===== src/rtl/agc_pkg.sv =====
// Shared encodings for the compressor gain controller.
// Assumes a 4-bit rate code per rate and four independent rates.
package agc_pkg;

    typedef enum logic [1:0] {
        AGC_AUTO_DUAL   = 2'b00,
        AGC_AUTO_SINGLE = 2'b01,
        AGC_FIXED_STEP  = 2'b10,
        AGC_FIXED_JUMP  = 2'b11
    } agc_mode_e;

    localparam int RATE_CODE_W   = 4;
    localparam int RATE_NUM      = 4;
    localparam int RATE_FAST_ATK = 0;
    localparam int RATE_FAST_REL = 1;
    localparam int RATE_SLOW_ATK = 2;
    localparam int RATE_SLOW_REL = 3;

endpackage


===== src/rtl/agc_rate_tick.sv =====
// Rate prescaler: emits a one-clock tick every BASE_DIV * 2^(TOP-code) clocks.
// Assumes the code is quasi-static; any change of code restarts the count
// so the first period after a change is a full one.
module agc_rate_tick #(
    parameter int BASE_DIV = 8,
    parameter int CODE_W   = 4
) (
    input  logic              clk,
    input  logic              rst_n,
    input  logic [CODE_W-1:0] code,
    output logic              tick
);
    localparam int TOP_CODE = (1 << CODE_W) - 1;
    localparam int CNT_W    = $clog2(BASE_DIV) + TOP_CODE + 2;

    logic [CNT_W-1:0]  cnt_q;
    logic [CNT_W-1:0]  period;
    logic [CODE_W-1:0] code_q;
    logic              changed;

    // Derive the period from the code and decide whether this clock ticks.
    always_comb begin
        period  = CNT_W'(BASE_DIV) << (CODE_W'(TOP_CODE) - code);
        changed = (code != code_q);
        tick    = !changed && (cnt_q == (period - CNT_W'(1)));
    end

    // Count clocks, wrapping on a tick and restarting on a code change.
    always_ff @(posedge clk) begin
        if (!rst_n) begin
            cnt_q  <= '0;
            code_q <= '0;
        end else if (changed) begin
            cnt_q  <= '0;
            code_q <= code;
        end else if (tick) begin
            cnt_q  <= '0;
        end else begin
            cnt_q  <= cnt_q + CNT_W'(1);
        end
    end
endmodule


===== src/rtl/agc_hold_timer.sv =====
// Release hold timer: counts consecutive clocks with the low flag set and
// reports when the selected hold length has been reached.
// Assumes HOLD_SHORT <= HOLD_LONG; any clock without the flag clears the count.
module agc_hold_timer #(
    parameter int HOLD_LONG  = 64000,
    parameter int HOLD_SHORT = 32000
) (
    input  logic clk,
    input  logic rst_n,
    input  logic below_lo,
    input  logic sel_short,
    output logic done
);
    localparam int CW = $clog2(HOLD_LONG + 1);
    localparam logic [CW-1:0] LEN_LONG  = CW'(HOLD_LONG);
    localparam logic [CW-1:0] LEN_SHORT = CW'(HOLD_SHORT);

    logic [CW-1:0] cnt_q;
    logic [CW-1:0] len;

    // Pick the active hold length and compare against it.
    always_comb begin
        len  = sel_short ? LEN_SHORT : LEN_LONG;
        done = (cnt_q >= len);
    end

    // Saturating count of low-flag clocks, cleared when the flag drops.
    always_ff @(posedge clk) begin
        if (!rst_n) begin
            cnt_q <= '0;
        end else if (!below_lo) begin
            cnt_q <= '0;
        end else if (!done) begin
            cnt_q <= cnt_q + CW'(1);
        end
    end
endmodule


===== src/rtl/agc_gain_stepper.sv =====
// Saturating gain counter: a load wins over a step, and a decrement wins
// over an increment. Holds between 0 and GAIN_MAX.
// Assumes the load value is already within range.
module agc_gain_stepper #(
    parameter int GAIN_W   = 7,
    parameter int GAIN_MAX = 82,
    parameter int GAIN_RST = 70
) (
    input  logic              clk,
    input  logic              rst_n,
    input  logic              load,
    input  logic [GAIN_W-1:0] load_val,
    input  logic              dec,
    input  logic              inc,
    output logic [GAIN_W-1:0] level
);
    localparam logic [GAIN_W-1:0] TOP  = GAIN_W'(GAIN_MAX);
    localparam logic [GAIN_W-1:0] INIT = GAIN_W'(GAIN_RST);

    // Apply load, step down or step up, with saturation at both ends.
    always_ff @(posedge clk) begin
        if (!rst_n) begin
            level <= INIT;
        end else if (load) begin
            level <= load_val;
        end else if (dec && (level != '0)) begin
            level <= level - GAIN_W'(1);
        end else if (inc && (level < TOP)) begin
            level <= level + GAIN_W'(1);
        end
    end
endmodule


===== src/rtl/agc_gain_ctrl.sv =====
// Compressor gain controller top. Combines four rate prescalers, a release
// hold timer, and fast and slow gain counters under a 2-bit mode.
// Assumes the comparator flags are already synchronous to clk.
module agc_gain_ctrl
    import agc_pkg::*;
#(
    parameter int BASE_DIV   = 8,
    parameter int HOLD_LONG  = 64000,
    parameter int HOLD_SHORT = 32000,
    parameter int GAIN_W     = 7,
    parameter int GAIN_MAX   = 82,
    parameter int GAIN_RST   = 70
) (
    input  logic              clk,
    input  logic              rst_n,
    input  logic              above_hi,
    input  logic              below_lo,
    input  logic [GAIN_W:0]   gain_reg,
    input  logic [1:0]        mode,
    input  logic              hold_sel,
    input  logic [7:0]        fast_rates,
    input  logic [7:0]        slow_rates,
    output logic [GAIN_W-1:0] gain_out,
    output logic [GAIN_W:0]   readback
);
    localparam logic [GAIN_W-1:0] TOP = GAIN_W'(GAIN_MAX);

    agc_mode_e              mode_e;
    logic [GAIN_W-1:0]      req_gain;
    logic [GAIN_W-1:0]      limit;
    logic [RATE_CODE_W-1:0] rate_code [RATE_NUM];
    logic [RATE_NUM-1:0]    tick;
    logic                   hold_done;
    logic [GAIN_W-1:0]      fast_q;
    logic [GAIN_W-1:0]      slow_q;
    logic                   f_load, f_dec, f_inc;
    logic                   s_load, s_dec, s_inc;

    // Decode the mode and clamp the requested gain to the top code.
    always_comb begin
        mode_e   = agc_mode_e'(mode);
        req_gain = gain_reg[GAIN_W-1:0];
        limit    = (req_gain > TOP) ? TOP : req_gain;
    end

    // Route each rate nibble to its prescaler.
    always_comb begin
        rate_code[RATE_FAST_ATK] = fast_rates[7:4];
        rate_code[RATE_FAST_REL] = fast_rates[3:0];
        rate_code[RATE_SLOW_ATK] = slow_rates[7:4];
        rate_code[RATE_SLOW_REL] = slow_rates[3:0];
    end

    for (genvar i = 0; i < RATE_NUM; i++) begin : g_rate
        agc_rate_tick #(
            .BASE_DIV(BASE_DIV),
            .CODE_W  (RATE_CODE_W)
        ) u_tick (
            .clk  (clk),
            .rst_n(rst_n),
            .code (rate_code[i]),
            .tick (tick[i])
        );
    end

    agc_hold_timer #(
        .HOLD_LONG (HOLD_LONG),
        .HOLD_SHORT(HOLD_SHORT)
    ) u_hold (
        .clk      (clk),
        .rst_n    (rst_n),
        .below_lo (below_lo),
        .sel_short(hold_sel),
        .done     (hold_done)
    );

    // Fast counter control: fixed modes chase the target, auto modes the flags.
    always_comb begin
        f_load = 1'b0;
        f_dec  = 1'b0;
        f_inc  = 1'b0;
        unique case (mode_e)
            AGC_FIXED_JUMP: f_load = 1'b1;
            AGC_FIXED_STEP: begin
                f_dec = (fast_q > limit) && tick[RATE_FAST_ATK];
                f_inc = (fast_q < limit) && tick[RATE_FAST_REL];
            end
            default: begin
                if (above_hi || (fast_q > limit)) begin
                    f_dec = tick[RATE_FAST_ATK];
                end else if (below_lo && hold_done && (fast_q < limit)) begin
                    f_inc = tick[RATE_FAST_REL];
                end
            end
        endcase
    end

    // Slow counter control: trails the fast counter in dual mode, else shadows it.
    always_comb begin
        s_load = 1'b0;
        s_dec  = 1'b0;
        s_inc  = 1'b0;
        if (mode_e == AGC_AUTO_DUAL) begin
            s_dec = (slow_q > fast_q) && tick[RATE_SLOW_ATK];
            s_inc = (slow_q < fast_q) && tick[RATE_SLOW_REL];
        end else begin
            s_load = 1'b1;
        end
    end

    agc_gain_stepper #(
        .GAIN_W  (GAIN_W),
        .GAIN_MAX(GAIN_MAX),
        .GAIN_RST(GAIN_RST)
    ) u_fast (
        .clk     (clk),
        .rst_n   (rst_n),
        .load    (f_load),
        .load_val(limit),
        .dec     (f_dec),
        .inc     (f_inc),
        .level   (fast_q)
    );

    agc_gain_stepper #(
        .GAIN_W  (GAIN_W),
        .GAIN_MAX(GAIN_MAX),
        .GAIN_RST(GAIN_RST)
    ) u_slow (
        .clk     (clk),
        .rst_n   (rst_n),
        .load    (s_load),
        .load_val(fast_q),
        .dec     (s_dec),
        .inc     (s_inc),
        .level   (slow_q)
    );

    // Applied gain is the lower counter in dual mode; readback picks its source.
    always_comb begin
        gain_out = ((mode_e == AGC_AUTO_DUAL) && (slow_q < fast_q)) ? slow_q : fast_q;
        readback = gain_reg[GAIN_W] ? {1'b1, gain_out} : gain_reg;
    end
endmodule


===== config.mk =====
export PLATFORM = sky130hd
export DESIGN_NAME = agc_gain_ctrl
export DESIGN_NICKNAME = d
export VERILOG_FILES = /design/src/rtl/agc_pkg.sv /design/src/rtl/agc_rate_tick.sv /design/src/rtl/agc_hold_timer.sv /design/src/rtl/agc_gain_stepper.sv /design/src/rtl/agc_gain_ctrl.sv
export SDC_FILE = /design/constraint.sdc
export NUM_CORES = 1
export LEC_CHECK = 0
export BUFFER_PORTS_ARGS = -buffer_cell sky130_fd_sc_hd__buf_4
export CAP_MARGIN = 20
export CORE_MARGIN = 1.5
export CORE_UTILIZATION = 50
export DETAILED_ROUTE_END_ITERATION = 16
export GPL_ROUTABILITY_DRIVEN = 0
export PLACE_DENSITY = 0.67
export SLEW_MARGIN = 20
export SYNTH_ARGS = -nofsm -noshare
export SYNTH_HDL_FRONTEND = slang
export SYNTH_SLANG_ARGS = --single-unit

===== constraint.sdc =====
create_clock -name clk -period 6.7 [get_ports clk]
set_input_delay 1.005 -clock clk [delete_from_list [all_inputs] [get_ports clk]]
set_output_delay 1.005 -clock clk [all_outputs]
set_load 0.1 [all_outputs]

==> results.yml <==
synthesis:
  syn-num-nets: 1261
  seq_area_frac_synth_pct: 27.69
  postSynth.asyncResetShare_pct: 0
  synthFlopType: "dfxtp_1"
  syn_area_per_cell_um2: 7.655
  synth-seq-cells: 126
  yosys.area.top_type: "dfxtp_1"
  synth_area_um2: 9110
  synth.top_cell.area_share_pct: 27.69
  synthCells: 1190
  synth_warnings: 0
  synth_edf_count: 0
  yosys-top-cells-area: "dfxtp_1 (28%), xor2_1 (7.4%), xnor2_1 (6.4%), nor2_1 (6.0%), ha_1 (5.2%)"
  synth_cell_types: 75
floorplanning:
  io_pins: 46
  core_um2: 17900
  die_area_um2: 19040
  start_util_pct: 50.89
  rows: 49
  die_h_um: 138.0
  die_x_um: 138.0
routing:
  vias: 8089
  wl_per_cell_um: 14.94
  dr.pass1.iters: 5
  viasPerCell: 5.705
  drc: 0
  ant_nets: 0
  wl_um: 21180
  drt_iter0_drc: 504
pwr:
  power_density_nw_per_um2: 206.5
  irDropWorstVdd_uv: 177.4
  p_leak_nw: 3.691
min_path:
  hold_path.class: "register to register"
critical_path:
  cp.arrival_ps: 5610
  endpoint_kind: "register"
  crit_fanout: 19
  worstSetupPathType: "input port to register"
  cp-start-kind: "input port"
  worstPathRequired_ps: 7010
clock_tree:
  clock-sinks: 126
  clk_pin_slew_ps: 60
  cts_setup_buffers: 0
  cts_root_buf: "clkbuf_16"
  cts_tree: "built"
  worstSkewPairLatency_ps: 420
  cts_hold_buf: 0
  htreeDepth: 4
  cts_buffers: 17
  cts_resized: 0
  clockBufferDepth: 2
finish:
  syn_to_final_growth_pct: 9.944
  finish.cell_count_without_fillers: 1418
  nets: 1248
  antenna_cells: 0
  final_cell_mix: "nor2_1 (145), dfxtp_1 (126), nand2_1 (98), xor2_1 (77), nand3_1 (71)"
  finalInstanceArea_um2: 10020
  drive_above_1_share_pct: 8.410
  layout_commonest_cell: "nor2_1"
  num-fill-cells: 1706
timing:
  maxSlewHeadroom_pct: 43.87
  fin_hold_ws_ps: 444.5
  final_max_slew_viol_count: 0
  rsz0062_at_grt: "false"
  fin_crit_ps: 5298
  setup_viol: 0
  period_share_pct: 79.08
  worstMarginPinSlew_ps: 835.0
  skew_ps: 8.607
  finalHoldViolCount: 0
  max_freq_ghz: 0.1887
  tns_ps: 0
placement:
  placed_cell_area_um2: 9402
  hpwl_um: 14970
  portBuffers: 45
  placed_cells: 1387
global_route:
  grt_pass1_wl_um: 34960
  grt_pass1_vias: 7196
  grt_max_degree: 42
  antenna_found_initial: 0
  grtUsageTotal_pct: 22.91
  grt_overflow: 0
flow_run:
  maxCapViolations: 0
run_status:
  status: "finished, final reports clean"
==> report_power, final <==
part / switching (W) / internal [W] / total, W / leakage (nW)
clock network: 0.000361 / 0.000605 / 0.000966 / 0.292
registers: 0.0000127 / 0.000761 / 0.000774 / 1.02
logic: 0.000219 / 0.000108 / 0.000328 / 2.38
total: 0.000593 / 0.00147 / 0.00207 / 3.69
==> cell families after synthesis <==
logic type               Yosys count  share of synthesized area, %
flip-flops                       126                         27.69
multiplexers                      10                         1.195
buffers and inverters            130                         5.920
adder cells (fa/ha/maj)           40                         5.659
AND/OR/NAND/NOR                  545                         31.22
XOR/XNOR                         144                         13.84
AO/OA/AOI/OAI                    195                         14.48
==> path summary, 6_finish.rpt <==
| check | slack (ps) | endpoint | depth (start not counted) | startpoint |
|---|---|---|---|---|
| hold / removal | 440 | g_rate[3].u_tick.cnt_q[0] | 1 | g_rate[3].u_tick.cnt_q[0] |
| setup reg to reg | 2470 | u_slow.level[6] | 18 | g_rate[2].u_tick.cnt_q[0] |
| setup / recovery | 1400 | u_slow.level[6] | 21 | slow_rates[6] |
| hold reg to reg | 440 | g_rate[3].u_tick.cnt_q[0] | 1 | g_rate[3].u_tick.cnt_q[0] |
==> through the flow <==
stage	util [%]	worst slack [ps]	total power, W
2_1_floorplan	-	851.6	0.001043
6_report	55.95	1402	0.002068
5_1_grt	55.95	925.3	0.002152
3_5_place_dp	52.52	1003	0.001116
4_1_cts	55.95	1442	0.002090
3_3_place_gp	52.52	1119	0.001114
==> state kept, by name, summed over array words and instances, names as in the netlist <==
| name | cells |
|---|---|
| g_rate.u_tick.code_q | 16 |
| u_fast.level | 7 |
| u_hold.cnt_q | 16 |
| g_rate.u_tick.cnt_q | 80 |
| u_slow.level | 7 |
==> layout make-up <==
class	count	area [um2]	area share (%)
inverter	51	191.4	1.911
sequential	126	2522	25.18
tap	229	286.5	2.861
clock inverter	12	161.4	1.611
multi-input combinational	934	6048	60.39
clock buffer	19	452.9	4.522
timing repair buffer	47	352.8	3.523
==> synthesized netlist by cell type, drive strengths merged, types with 15 or more instances <==
| master | n |
|---|---|
| nand4 | 29 |
| o21ai | 49 |
| nand3 | 71 |
| ha | 38 |
| xnor2 | 67 |
| nand2b | 15 |
| nor2b | 17 |
| clkbuf | 50 |
| buf | 29 |
| and2 | 27 |
| nand2 | 98 |
| xor2 | 77 |
| nor2 | 145 |
| dfxtp | 126 |
| inv | 51 |
| and3 | 30 |
| a21oi | 48 |
| nor3 | 30 |
==> per-layer routing <==
layer | global-route usage [%] | up-vias | routed length [um]
li1 | - | 4158 | -
met1 | 32.04 | 3741 | 10350
met2 | 35.74 | 162 | 9652
met3 | 3.801 | 28 | 804
met4 | 7.639 | 0 | 373
met5 | 0 | - | 0
==> worst max-delay path, stage by stage <==
cell,delay (ps)
buf_4,210
and2_0,300
nand3_1,160
ha_1,440
and4b_1,330
a21oi_1,40
o2bb2ai_1,190
xor2_1,80
nor3_1,460
nand3b_1,180
nor3_1,620
inv_1,120
fa_1,420
inv_1,70
a21oi_1,50
o21bai_1,190
a21o_1,150
a21oi_1,70
xor2_1,180
o221ai_1,150
nand3b_1,190
(Power assumes the default switching activity.)
